### config.mk
export PLATFORM = sky130hd
export DESIGN_NAME = ddr_byte_serializer
export DESIGN_NICKNAME = d
export VERILOG_FILES = /design/src/rtl/ddr_byte_serializer_pkg.sv /design/src/rtl/ser_pipe.sv /design/src/rtl/ser_slot.sv /design/src/rtl/ser_ddr_out.sv /design/src/rtl/ddr_byte_serializer.sv
export SDC_FILE = /design/constraint.sdc
export NUM_CORES = 1
export LEC_CHECK = 0
export CAP_MARGIN = 25
export CELL_PAD_IN_SITES_DETAIL_PLACEMENT = 0
export CELL_PAD_IN_SITES_GLOBAL_PLACEMENT = 1
export CORE_ASPECT_RATIO = 1.4
export CORE_UTILIZATION = 54
export DETAILED_ROUTE_END_ITERATION = 10
export GPL_ROUTABILITY_DRIVEN = 0
export PLACE_DENSITY = 0.83
export REMOVE_ABC_BUFFERS = 1
export SYNTH_ARGS = -nofsm -noshare
export SYNTH_HDL_FRONTEND = slang
export SYNTH_SLANG_ARGS = --single-unit
### constraint.sdc
create_clock -name clk_i -period 3.9 [get_ports clk_i]
set_clock_uncertainty 0.2 [all_clocks]
set_input_delay 0.585 -clock clk_i [delete_from_list [all_inputs] [get_ports clk_i]]
set_output_delay 0.585 -clock clk_i [all_outputs]
set_load 0.02 [all_outputs]
### src/rtl/ddr_byte_serializer_pkg.sv
package ddr_byte_serializer_pkg;
  typedef enum logic [1:0] {
    COL_RED   = 2'd0,
    COL_GREEN = 2'd1,
    COL_BLUE  = 2'd2,
    COL_NONE  = 2'd3
  } color_e;
endpackage

### src/rtl/ser_pipe.sv
module ser_pipe #(
  parameter int DATA_W = 16,
  parameter int DEPTH  = 12,
  parameter int TAP_A  = 12,
  parameter int TAP_B  = 10
) (
  input  logic              clk_i,
  input  logic              rst_ni,
  input  logic              flush_i,
  input  logic              sel_a_i,
  input  logic              vld_i,
  input  logic              stb_i,
  input  logic [1:0]        tag_i,
  input  logic [DATA_W-1:0] data_i,
  output logic              vld_o,
  output logic              stb_o,
  output logic [1:0]        tag_o,
  output logic [DATA_W-1:0] data_o
);
  localparam int ENT_W = DATA_W + 4;

  logic [ENT_W-1:0] ent_q [DEPTH];
  logic [ENT_W-1:0] ent_in;
  logic [ENT_W-1:0] tap;

  assign ent_in = {vld_i, stb_i, tag_i, data_i};

  for (genvar i = 0; i < DEPTH; i++) begin : g_stage
    if (i == 0) begin : g_head
      always_ff @(posedge clk_i or negedge rst_ni) begin
        if (!rst_ni)      ent_q[0] <= '0;
        else if (flush_i) ent_q[0] <= '0;
        else              ent_q[0] <= ent_in;
      end
    end else begin : g_body
      always_ff @(posedge clk_i or negedge rst_ni) begin
        if (!rst_ni)      ent_q[i] <= '0;
        else if (flush_i) ent_q[i] <= '0;
        else              ent_q[i] <= ent_q[i-1];
      end
    end
  end

  assign tap    = sel_a_i ? ent_q[TAP_A-1] : ent_q[TAP_B-1];
  assign vld_o  = tap[ENT_W-1];
  assign stb_o  = tap[ENT_W-2];
  assign tag_o  = tap[DATA_W+1:DATA_W];
  assign data_o = tap[DATA_W-1:0];
endmodule

### src/rtl/ser_slot.sv
module ser_slot
  import ddr_byte_serializer_pkg::*;
(
  input  logic       clk_i,
  input  logic       rst_ni,
  input  logic       flush_i,
  input  logic       three_ch_i,
  input  logic       tap_vld_i,
  input  logic       tap_stb_i,
  input  logic [1:0] tap_tag_i,
  output logic       take_o,
  output logic [1:0] color_o
);
  color_e slot_q, slot_d;
  logic   locked_q;
  logic   lock_ok;

  always_comb begin
    if (tap_stb_i)             slot_d = COL_RED;
    else if (slot_q == COL_BLUE) slot_d = COL_RED;
    else                       slot_d = color_e'(slot_q + 2'd1);
  end

  assign lock_ok = locked_q | tap_stb_i;
  assign take_o  = three_ch_i ? (tap_vld_i & lock_ok & (tap_tag_i == slot_d)) : tap_vld_i;
  assign color_o = (three_ch_i & take_o) ? slot_d : COL_RED;

  always_ff @(posedge clk_i or negedge rst_ni) begin
    if (!rst_ni) begin
      slot_q   <= COL_RED;
      locked_q <= 1'b0;
    end else if (flush_i) begin
      slot_q   <= COL_RED;
      locked_q <= 1'b0;
    end else begin
      slot_q <= slot_d;
      if (three_ch_i && tap_stb_i) locked_q <= 1'b1;
    end
  end
endmodule

### src/rtl/ser_ddr_out.sv
module ser_ddr_out #(
  parameter int DATA_W = 16,
  localparam int BYTE_W = DATA_W / 2
) (
  input  logic              clk_i,
  input  logic              rst_ni,
  input  logic              load_i,
  input  logic [DATA_W-1:0] word_i,
  input  logic [1:0]        color_i,
  output logic [BYTE_W-1:0] byte_o,
  output logic              valid_o,
  output logic [1:0]        color_o
);
  logic [DATA_W-1:0] word_q;
  logic [BYTE_W-1:0] lo_q;
  logic              valid_q;
  logic [1:0]        color_q;

  always_ff @(posedge clk_i or negedge rst_ni) begin
    if (!rst_ni) begin
      word_q  <= '0;
      valid_q <= 1'b0;
      color_q <= '0;
    end else begin
      word_q  <= load_i ? word_i : '0;
      valid_q <= load_i;
      color_q <= load_i ? color_i : 2'd0;
    end
  end

  // low half follows on the falling edge of the same cycle
  always_ff @(negedge clk_i or negedge rst_ni) begin
    if (!rst_ni) lo_q <= '0;
    else         lo_q <= word_q[BYTE_W-1:0];
  end

  assign byte_o  = clk_i ? word_q[DATA_W-1:BYTE_W] : lo_q;
  assign valid_o = valid_q;
  assign color_o = color_q;
endmodule

### src/rtl/ddr_byte_serializer.sv
module ddr_byte_serializer #(
  parameter int DATA_W  = 16,
  parameter int LAT_3CH = 12,
  parameter int LAT_1CH = 10,
  localparam int BYTE_W = DATA_W / 2
) (
  input  logic              clk_i,
  input  logic              rst_ni,
  input  logic              three_ch_i,
  input  logic              strobe_i,
  input  logic              res_valid_i,
  input  logic [1:0]        res_tag_i,
  input  logic [DATA_W-1:0] res_data_i,
  output logic [BYTE_W-1:0] byte_o,
  output logic              valid_o,
  output logic [1:0]        color_o
);
  localparam int DEPTH = (LAT_3CH > LAT_1CH) ? LAT_3CH : LAT_1CH;

  logic              mode_q;
  logic              flush;
  logic              tap_vld, tap_stb, take;
  logic [1:0]        tap_tag, tap_color;
  logic [DATA_W-1:0] tap_data;

  always_ff @(posedge clk_i or negedge rst_ni) begin
    if (!rst_ni) mode_q <= 1'b1;
    else         mode_q <= three_ch_i;
  end

  assign flush = three_ch_i != mode_q;

  ser_pipe #(
    .DATA_W(DATA_W), .DEPTH(DEPTH), .TAP_A(LAT_3CH), .TAP_B(LAT_1CH)
  ) u_pipe (
    .clk_i(clk_i), .rst_ni(rst_ni), .flush_i(flush), .sel_a_i(mode_q),
    .vld_i(res_valid_i), .stb_i(strobe_i), .tag_i(res_tag_i), .data_i(res_data_i),
    .vld_o(tap_vld), .stb_o(tap_stb), .tag_o(tap_tag), .data_o(tap_data)
  );

  ser_slot u_slot (
    .clk_i(clk_i), .rst_ni(rst_ni), .flush_i(flush), .three_ch_i(mode_q),
    .tap_vld_i(tap_vld), .tap_stb_i(tap_stb), .tap_tag_i(tap_tag),
    .take_o(take), .color_o(tap_color)
  );

  ser_ddr_out #(.DATA_W(DATA_W)) u_out (
    .clk_i(clk_i), .rst_ni(rst_ni), .load_i(take & ~flush),
    .word_i(tap_data), .color_i(tap_color),
    .byte_o(byte_o), .valid_o(valid_o), .color_o(color_o)
  );
endmodule

==> report_table.html, run 1 <==
<table>
<tr><th>Metric</th><th>Value</th></tr>
<tr><th colspan="2">Critical path</th></tr>
<tr><td>Kind of critical path</td><td>reg -&gt; out</td></tr>
<tr><td>Crit end category</td><td>primary output</td></tr>
<tr><td>Startpoint Class</td><td>flop</td></tr>
<tr><td>Max Fanout on Critical Path</td><td>1</td></tr>
<tr><td>Arrival @ worst endpoint</td><td>3.32 ns</td></tr>
<tr><td>Worst Path Required</td><td>3.12 ns</td></tr>
<tr><th colspan="2">Floorplan</th></tr>
<tr><td>I/O Pins</td><td>34</td></tr>
<tr><td>Die ar.</td><td>0.0174 mm²</td></tr>
<tr><td>Die outline width</td><td>112 µm</td></tr>
<tr><td>Initial Util</td><td>55.9%</td></tr>
<tr><td>Die height</td><td>156 µm</td></tr>
<tr><td>Core Area</td><td>0.0163 mm²</td></tr>
<tr><td>Number of core rows</td><td>55</td></tr>
<tr><th colspan="2">Timing</th></tr>
<tr><td>Final hold vios</td><td>0</td></tr>
<tr><td>Final setup margin</td><td>-0.209 ns</td></tr>
<tr><td>Setup TNS after final layout</td><td>-1.58 ns</td></tr>
<tr><td>Tightest Pin Transition</td><td>0.902 ns</td></tr>
<tr><td>Final slew viol count</td><td>0</td></tr>
<tr><td>Worst slew margin relative to its limit</td><td>39.6%</td></tr>
<tr><td>Count of endpoints failing setup in the final report</td><td>8</td></tr>
<tr><td>Setup repair after global routing missed its margin</td><td>true</td></tr>
<tr><th colspan="2">Route</th></tr>
<tr><td>Final wirelength</td><td>11.4 mm</td></tr>
<tr><td>First-pass iteration count of the detailed router</td><td>7</td></tr>
<tr><td>Vias post-DR</td><td>4,305</td></tr>
<tr><td>Average wire length per cell after detail routing</td><td>12.9 µm</td></tr>
<tr><td>Detail-routed via count per cell</td><td>4.89</td></tr>
<tr><td>Final ANT Viol Nets</td><td>0</td></tr>
<tr><td>Number of DRC violations after detailed-routing iteration 0</td><td>287</td></tr>
<tr><td>Remaining DRCs</td><td>2</td></tr>
<tr><th colspan="2">Cells and area</th></tr>
<tr><td>Area growth syn-to-layout</td><td>16.6%</td></tr>
<tr><td>Fraction of final layout cells with drive strength greater than 1</td><td>13.8%</td></tr>
<tr><td>Area taken by flip-flops and latches</td><td>0.00678 mm²</td></tr>
<tr><td>Filler Cells Inserted</td><td>1,159</td></tr>
<tr><td>Number of nets at the end of the flow</td><td>686</td></tr>
<tr><td>Antenna fix cells</td><td>0</td></tr>
<tr><td>Most common library cell in the layout ignoring fill and taps</td><td>dfrtp_1</td></tr>
<tr><td>Area of all placed cells without fillers</td><td>0.0106 mm²</td></tr>
<tr><td>Multi-input gate area</td><td>0.00220 mm²</td></tr>
<tr><td>Commonest cells after routing, fill and taps aside</td><td>dfrtp_1, and2_1, clkbuf_16</td></tr>
<tr><td>Final core utilization</td><td>65.2%</td></tr>
<tr><td>Cell Count, Final, Fillers Out</td><td>880</td></tr>
<tr><th colspan="2">Clock network</th></tr>
<tr><td>Clock latency on the worst-skew pair</td><td>0.62 ns</td></tr>
<tr><td>Number of setup buffers added after CTS</td><td>0</td></tr>
<tr><td>Clock tree from TritonCTS</td><td>done</td></tr>
<tr><td>Post-CTS clock slew at the launch and capture registers of the worst setup and hold paths</td><td>0.06 ns</td></tr>
<tr><th colspan="2">Place</th></tr>
<tr><td>Worst setup slack before clock tree synthesis</td><td>0.0700 ns</td></tr>
<tr><td>DPL Wire Length</td><td>6.17 mm</td></tr>
<tr><td>Port bufs</td><td>33</td></tr>
<tr><td>Instance area after placement</td><td>0.00967 mm²</td></tr>
<tr><td>Cell Count Post-Placement</td><td>830</td></tr>
<tr><th colspan="2">Synthesis</th></tr>
<tr><td>Cell Area, Synth</td><td>0.00912 mm²</td></tr>
<tr><td>Unique masters post-synth</td><td>27</td></tr>
<tr><td>Number of warnings issued by yosys</td><td>0</td></tr>
<tr><td>Post-synthesis cell count</td><td>624</td></tr>
<tr><td>Register bit count reported by yosys</td><td>271</td></tr>
<tr><td>Avg Synthesized Cell Area</td><td>14.6 µm²</td></tr>
<tr><td>Portion of the post-synthesis area used by sequential elements</td><td>74.4%</td></tr>
<tr><th colspan="2">Global routing</th></tr>
<tr><td>Number of antenna violations at the first check in global routing</td><td>0</td></tr>
<tr><td>Global-route track usage on met3</td><td>4.12%</td></tr>
<tr><td>Number of global-route vias before repair</td><td>4,541</td></tr>
<tr><td>Global-route wire length before repair</td><td>20.3 mm</td></tr>
<tr><td>Pin count of the biggest net entering global routing</td><td>89</td></tr>
<tr><td>Remaining global-route overflow</td><td>0</td></tr>
<tr><td>Met2 Resource Use GR</td><td>24.5%</td></tr>
<tr><td>Global routing met1 resource utilization</td><td>17.3%</td></tr>
<tr><td>Routing layer with the top usage in global route</td><td>met2</td></tr>
<tr><td>Total global-route track usage</td><td>14.5%</td></tr>
<tr><th colspan="2">Pwr</th></tr>
<tr><td>Cell leakage power</td><td>5.49 nW</td></tr>
<tr><td>P per Cell Area</td><td>541 mW/mm²</td></tr>
<tr><td>Worst IR Drop VDD</td><td>0.450 mV</td></tr>
<tr><th colspan="2">Status</th></tr>
<tr><td>Violations in the final reports</td><td>DRC, setup timing</td></tr>
<tr><td>Run status</td><td>finished with violations</td></tr>
<tr><th colspan="2">Worst hold path</th></tr>
<tr><td>Worst hold-check path type</td><td>reg -&gt; reg</td></tr>
<tr><th colspan="2">Flow run</th></tr>
<tr><td>Maximum capacitance violations</td><td>0</td></tr>
</table>
[critical path: stages, from the launching register on]
cell and delay, ns:
dfrtn_1 0.33, mux2_4 0.27, buf_6 0.13
[power by group]
group	internal (mW)	switching, mW	total, mW
clock	1.64	1.02	2.66
sequential	2.87	0.0161	2.88
combinational	0.0731	0.133	0.206
total	4.58	1.16	5.75
[routing by layer]
layer	share of wire, %	vias to the layer above
met3	4.4	20
met5	0	-
met1	43	2178
met4	1.9	0
li1	-	2037
met2	50	70
[cell families (layout without fill, tap and decap cells)]
family / Yosys count / after routing / share of synthesized area [%]
muxes: 26 / 26 / 3.24
AOI/OAI and AO/OA: 23 / 23 / 2.13
xor gates and xnor gates: 1 / 1 / 0.0961
buffers and inverters: 35 / 92 / 1.66
and+or+nand+nor: 268 / 268 / 18.5
DFF: 271 / 271 / 74.4
[metrics by stage]
stage / power, mW / hold slack [ns]
after floorplan: 3.04 / 0.0894
after global placement: 3.16 / 0.230
after detailed placement: 3.17 / 0.232
after CTS: 5.83 / 0.247
after global routing: 5.99 / 0.253
final: 5.75 / 0.237
[flip-flops by register name (all words and copies together) (netlist names)]
register         count
u_out.color_o        2
u_slot.locked_q      1
u_out.word_q        16
u_slot.slot_q        2
u_pipe.ent_q       240
mode_q               1
u_out.lo_q           8
u_out.valid_o        1
[synth_stat cells (all sizes together)]
| cell type | instances | area [µm²] |
|---|---|---|
| a21oi | 1 | 5.00 |
| a22o | 16 | 140 |
| a31o | 1 | 8.76 |
| and2 | 241 | 1510 |
| and3 | 18 | 113 |
| and4b | 1 | 10.0 |
| buf | 6 | 42.5 |
| clkbuf | 29 | 109 |
| dfrtn | 8 | 200 |
| dfrtp | 262 | 6560 |
| dfstp | 1 | 26.3 |
| mux2 | 25 | 285 |
| mux2i | 1 | 10.0 |
| nand2b | 2 | 12.5 |
| nand3 | 1 | 5.00 |
| nor2 | 2 | 7.51 |
| nor3b | 2 | 20.0 |
| o2111a | 1 | 11.3 |
| o211ai | 1 | 7.51 |
| o21a | 1 | 7.51 |
| o21ai | 2 | 13.8 |
| or3 | 1 | 11.3 |
| xnor2 | 1 | 8.76 |
[layout make-up]
class	count	area share (%)
sequential	271	63.8
multi-input combinational	318	20.7
clock buffer	48	8.72
timing repair buffer	35	3.52
tap	199	2.34
clock inverter	9	0.918
[repair_timing]
| action | in CTS | in global routing |
|---|---|---|
| endpoints found under the hold margin | 35 | 0 |
| hold buffers | 1 | 0 |
| endpoints found under the setup margin | 8 | 8 |
| resized for setup | 48 | 2 |
[path summary, 6_finish.rpt]
kind / from / cells past startpoint / slack (ns) / endpoint
max in group asynchronous: rst_ni / 2 / 1.15 / u_out.lo_q[2]$_DFF_NN0_
min in group asynchronous: rst_ni / 2 / 0.25 / u_out.word_q[14]$_DFF_PN0_
hold / removal: u_pipe.ent_q[173]$_DFF_PN0_ / 1 / 0.24 / u_pipe.ent_q[153]$_DFF_PN0_
setup / recovery: u_out.lo_q[1]$_DFF_NN0_ / 2 / -0.21 / byte_o[1]
hold reg to reg: u_pipe.ent_q[173]$_DFF_PN0_ / 1 / 0.24 / u_pipe.ent_q[153]$_DFF_PN0_
setup reg to reg: u_out.word_q[4]$_DFF_PN0_ / 0 / 1.25 / u_out.lo_q[4]$_DFF_NN0_
(Power assumes the default switching activity.)
==> run 2, diff against run 1 <==
--- a/config.mk
+++ b/config.mk
@@ -9,6 +9,7 @@
 export CELL_PAD_IN_SITES_DETAIL_PLACEMENT = 0
 export CELL_PAD_IN_SITES_GLOBAL_PLACEMENT = 1
 export CORE_ASPECT_RATIO = 1.4
+export CORE_MARGIN = 2
 export CORE_UTILIZATION = 54
 export DETAILED_ROUTE_END_ITERATION = 10
 export GPL_ROUTABILITY_DRIVEN = 0
==> report_table.html, run 2 (synthesis gave the netlist of run 1 again) <==
<table>
<tr><th>Metric</th><th>Value</th></tr>
<tr><th colspan="2">Status</th></tr>
<tr><td>Run status</td><td>finished with violations</td></tr>
<tr><td>Violations in the final reports</td><td>setup timing</td></tr>
<tr><th colspan="2">Cells and area</th></tr>
<tr><td>Antenna fix cells</td><td>0 (unchanged)</td></tr>
<tr><td>Number of nets at the end of the flow</td><td>687 (+0.15%)</td></tr>
<tr><td>Area growth syn-to-layout</td><td>16.3%</td></tr>
<tr><td>Fraction of final layout cells with drive strength greater than 1</td><td>13.0% (-0.75 points)</td></tr>
<tr><td>Largest register FFs</td><td>240 (unchanged)</td></tr>
<tr><td>Largest registers in the final layout</td><td>u_pipe.ent_q (240), u_out.word_q (16), u_out.lo_q (8)</td></tr>
<tr><td>Most common library cell in the layout ignoring fill and taps</td><td>dfrtp_1</td></tr>
<tr><td>Commonest cells after routing, fill and taps aside</td><td>dfrtp_1, and2_1, clkbuf_16</td></tr>
<tr><td>Cell Count, Final, Fillers Out</td><td>885 (+0.57%)</td></tr>
<tr><td>Area of all placed cells without fillers</td><td>0.0106 mm² (-0.21%)</td></tr>
<tr><td>Largest register by flop count</td><td>u_pipe.ent_q</td></tr>
<tr><th colspan="2">Critical path</th></tr>
<tr><td>Setup crit end</td><td>byte_o[1]</td></tr>
<tr><td>Flop-to-flop setup slack</td><td>1.26 ns (about the same)</td></tr>
<tr><td>Launch point of the worst reg-to-reg path</td><td>u_out.word_q[4]$_DFF_PN0_</td></tr>
<tr><td>R2R depth</td><td>0 (unchanged)</td></tr>
<tr><td>Kind of critical path</td><td>reg -&gt; out</td></tr>
<tr><td>Arrival @ worst endpoint</td><td>3.33 ns (about the same)</td></tr>
<tr><td>Worst Path Required</td><td>3.12 ns (about the same)</td></tr>
<tr><td>Destination of the worst register-to-register timing path</td><td>u_out.lo_q[4]$_DFF_NN0_</td></tr>
<tr><td>First element of the critical path</td><td>u_out.lo_q[1]$_DFF_NN0_</td></tr>
<tr><td>Startpoint Class</td><td>flop</td></tr>
<tr><td>Crit end category</td><td>primary output</td></tr>
<tr><td>Max Fanout on Critical Path</td><td>1 (unchanged)</td></tr>
<tr><th colspan="2">Global routing</th></tr>
<tr><td>Remaining global-route overflow</td><td>0 (unchanged)</td></tr>
<tr><td>Global-route track usage on met3</td><td>3.71% (-0.40 points)</td></tr>
<tr><td>Pin count of the biggest net entering global routing</td><td>87 (-2.2%)</td></tr>
<tr><td>Met2 Resource Use GR</td><td>25.8% (+1.4 points)</td></tr>
<tr><td>Routing layer with the top usage in global route</td><td>met2</td></tr>
<tr><td>Total global-route track usage</td><td>14.7% (+0.20 points)</td></tr>
<tr><td>Global routing met1 resource utilization</td><td>16.8% (-0.45 points)</td></tr>
<tr><td>Number of antenna violations at the first check in global routing</td><td>0 (unchanged)</td></tr>
<tr><td>Global-route wire length before repair</td><td>21.0 mm (+3.9%)</td></tr>
<tr><td>Number of global-route vias before repair</td><td>4,754 (+4.7%)</td></tr>
<tr><th colspan="2">Floorplan</th></tr>
<tr><td>Core Area</td><td>0.0167 mm² (+2.2%)</td></tr>
<tr><td>Number of core rows</td><td>56 (+1.8%)</td></tr>
<tr><td>Initial Util</td><td>54.7% (-1.2 points)</td></tr>
<tr><td>I/O Pins</td><td>34 (unchanged)</td></tr>
<tr><td>Die outline width</td><td>114 µm (+1.8%)</td></tr>
<tr><td>Die ar.</td><td>0.0180 mm² (+3.1%)</td></tr>
<tr><td>Die height</td><td>158 µm (+1.3%)</td></tr>
<tr><th colspan="2">Flow run</th></tr>
<tr><td>Maximum capacitance violations</td><td>0 (unchanged)</td></tr>
<tr><th colspan="2">Route</th></tr>
<tr><td>Final wirelength</td><td>11.7 mm (+2.7%)</td></tr>
<tr><td>Final ANT Viol Nets</td><td>0 (unchanged)</td></tr>
<tr><td>Average wire length per cell after detail routing</td><td>13.2 µm (+2.1%)</td></tr>
<tr><td>First-pass iteration count of the detailed router</td><td>4 (-3)</td></tr>
<tr><td>Detail-routed via count per cell</td><td>4.96 (+1.4%)</td></tr>
<tr><td>Vias post-DR</td><td>4,389 (+2.0%)</td></tr>
<tr><td>Remaining DRCs</td><td>0 (-2)</td></tr>
<tr><td>Number of DRC violations after detailed-routing iteration 0</td><td>292 (+1.7%)</td></tr>
<tr><th colspan="2">Pwr</th></tr>
<tr><td>Overall power of the completed layout</td><td>5.66 mW (-1.5%)</td></tr>
<tr><td>P per Cell Area</td><td>533 mW/mm² (-1.3%)</td></tr>
<tr><td>Switching part of the total</td><td>20.5% (+0.20 points)</td></tr>
<tr><td>Clock share of power</td><td>45.3% (-0.9 points)</td></tr>
<tr><td>Cell leakage power</td><td>5.46 nW (-0.43%)</td></tr>
<tr><td>Share of power burned in registers</td><td>51.0% (+0.8 points)</td></tr>
<tr><td>Part of the total power dissipated in combinational logic</td><td>3.8% (+0.2 points)</td></tr>
<tr><td>Int Pwr</td><td>4.50 mW (-1.8%)</td></tr>
<tr><td>Worst IR Drop VDD</td><td>0.451 mV (+0.15%)</td></tr>
<tr><td>Switching power</td><td>1.16 mW (-0.57%)</td></tr>
<tr><th colspan="2">Timing</th></tr>
<tr><td>Setup TNS after final layout</td><td>-1.58 ns (+0.000650 ns)</td></tr>
<tr><td>Tightest Pin Transition</td><td>0.927 ns (+0.0253 ns)</td></tr>
<tr><td>Final setup margin</td><td>-0.210 ns (-0.00101 ns)</td></tr>
<tr><td>Final slew viol count</td><td>0 (unchanged)</td></tr>
<tr><td>Final hold vios</td><td>0 (unchanged)</td></tr>
<tr><td>Setup repair after global routing missed its margin</td><td>true</td></tr>
<tr><td>Count of endpoints failing setup in the final report</td><td>8 (unchanged)</td></tr>
<tr><td>Worst slew margin relative to its limit</td><td>37.9% (-1.7 points)</td></tr>
<tr><th colspan="2">Clock network</th></tr>
<tr><td>Post-CTS clock slew at the launch and capture registers of the worst setup and hold paths</td><td>0.06 ns (about the same)</td></tr>
<tr><td>Clock latency on the worst-skew pair</td><td>0.62 ns (about the same)</td></tr>
<tr><td>Clock tree from TritonCTS</td><td>done</td></tr>
<tr><th colspan="2">Place</th></tr>
<tr><td>Worst setup slack before clock tree synthesis</td><td>0.0707 ns (+0.000788 ns)</td></tr>
<tr><td>DPL Wire Length</td><td>6.34 mm (+2.7%)</td></tr>
<tr><td>Instance area after placement</td><td>0.00966 mm² (about the same)</td></tr>
<tr><td>Cell Count Post-Placement</td><td>833 (+0.36%)</td></tr>
<tr><td>Port bufs</td><td>33 (unchanged)</td></tr>
<tr><th colspan="2">Worst hold path</th></tr>
<tr><td>Worst hold-check path type</td><td>reg -&gt; reg</td></tr>
<tr><td>Worst min-delay path startpoint</td><td>u_pipe.ent_q[223]$_DFF_PN0_</td></tr>
</table>
[run 2: cell type report]
cell class,instances,area (µm²)
fillers,1233,6070
multi-input cells,318,2190
clock inverters,9,100
flip-flops and latches,271,6780
clock buffers,48,877
well taps,203,254
repair buffers,36,402
[run 2: worst min-delay path by stage]
stage                                        to  slack [ns]  cells after the start
global route        u_pipe.ent_q[206]$_DFF_PN0_        0.25                      1
detailed placement  u_pipe.ent_q[111]$_DFF_PN0_        0.23                      1
floorplan            u_out.color_o[0]$_DFF_PN0_        0.09                      0
global placement     u_pipe.ent_q[58]$_DFF_PN0_        0.23                      1
finish              u_pipe.ent_q[203]$_DFF_PN0_        0.24                      1
CTS                 u_pipe.ent_q[203]$_DFF_PN0_        0.24                      1
[run 2: power groups by stage]
stage / Sequential, mW / Clock [mW] / Combinational, mW
floorplan: 2.93 / 0.0239 / 0.0874
detailed placement: 2.94 / 0.0239 / 0.216
finish: 2.88 / 2.56 / 0.212
CTS: 2.89 / 2.65 / 0.219
global route: 2.89 / 2.76 / 0.247
global placement: 2.93 / 0.0239 / 0.207
[run 2: per-stage QoR]
stage | hold WS, ns | utilization (%)
after detailed placement | 0.232 | 57.9
final | 0.239 | 63.6
after floorplan | 0.0894 | -
after global placement | 0.231 | 57.9
after CTS | 0.243 | 63.4
after global routing | 0.249 | 63.6
[run 2: what timing repair did]
item / 4_1_cts / 5_1_grt
setup buffers: 0 / 0
gates resized for setup: 48 / 0
setup endpoints to repair: 8 / 8
hold endpoints to repair: 58 / 0
hold buffers: 1 / 0
[run 2: worst max-delay path, stage by stage, from the launching register on]
cell     delay, ns
dfrtn_1       0.33
mux2_2        0.27
buf_6         0.13
[run 2: layer usage]
| metal | vias up | part of all wire (%) |
|---|---|---|
| li1 | 2049 | - |
| met1 | 2236 | 41 |
| met2 | 72 | 52 |
| met3 | 32 | 4.5 |
| met4 | 0 | 3.1 |
| met5 | - | 0 |
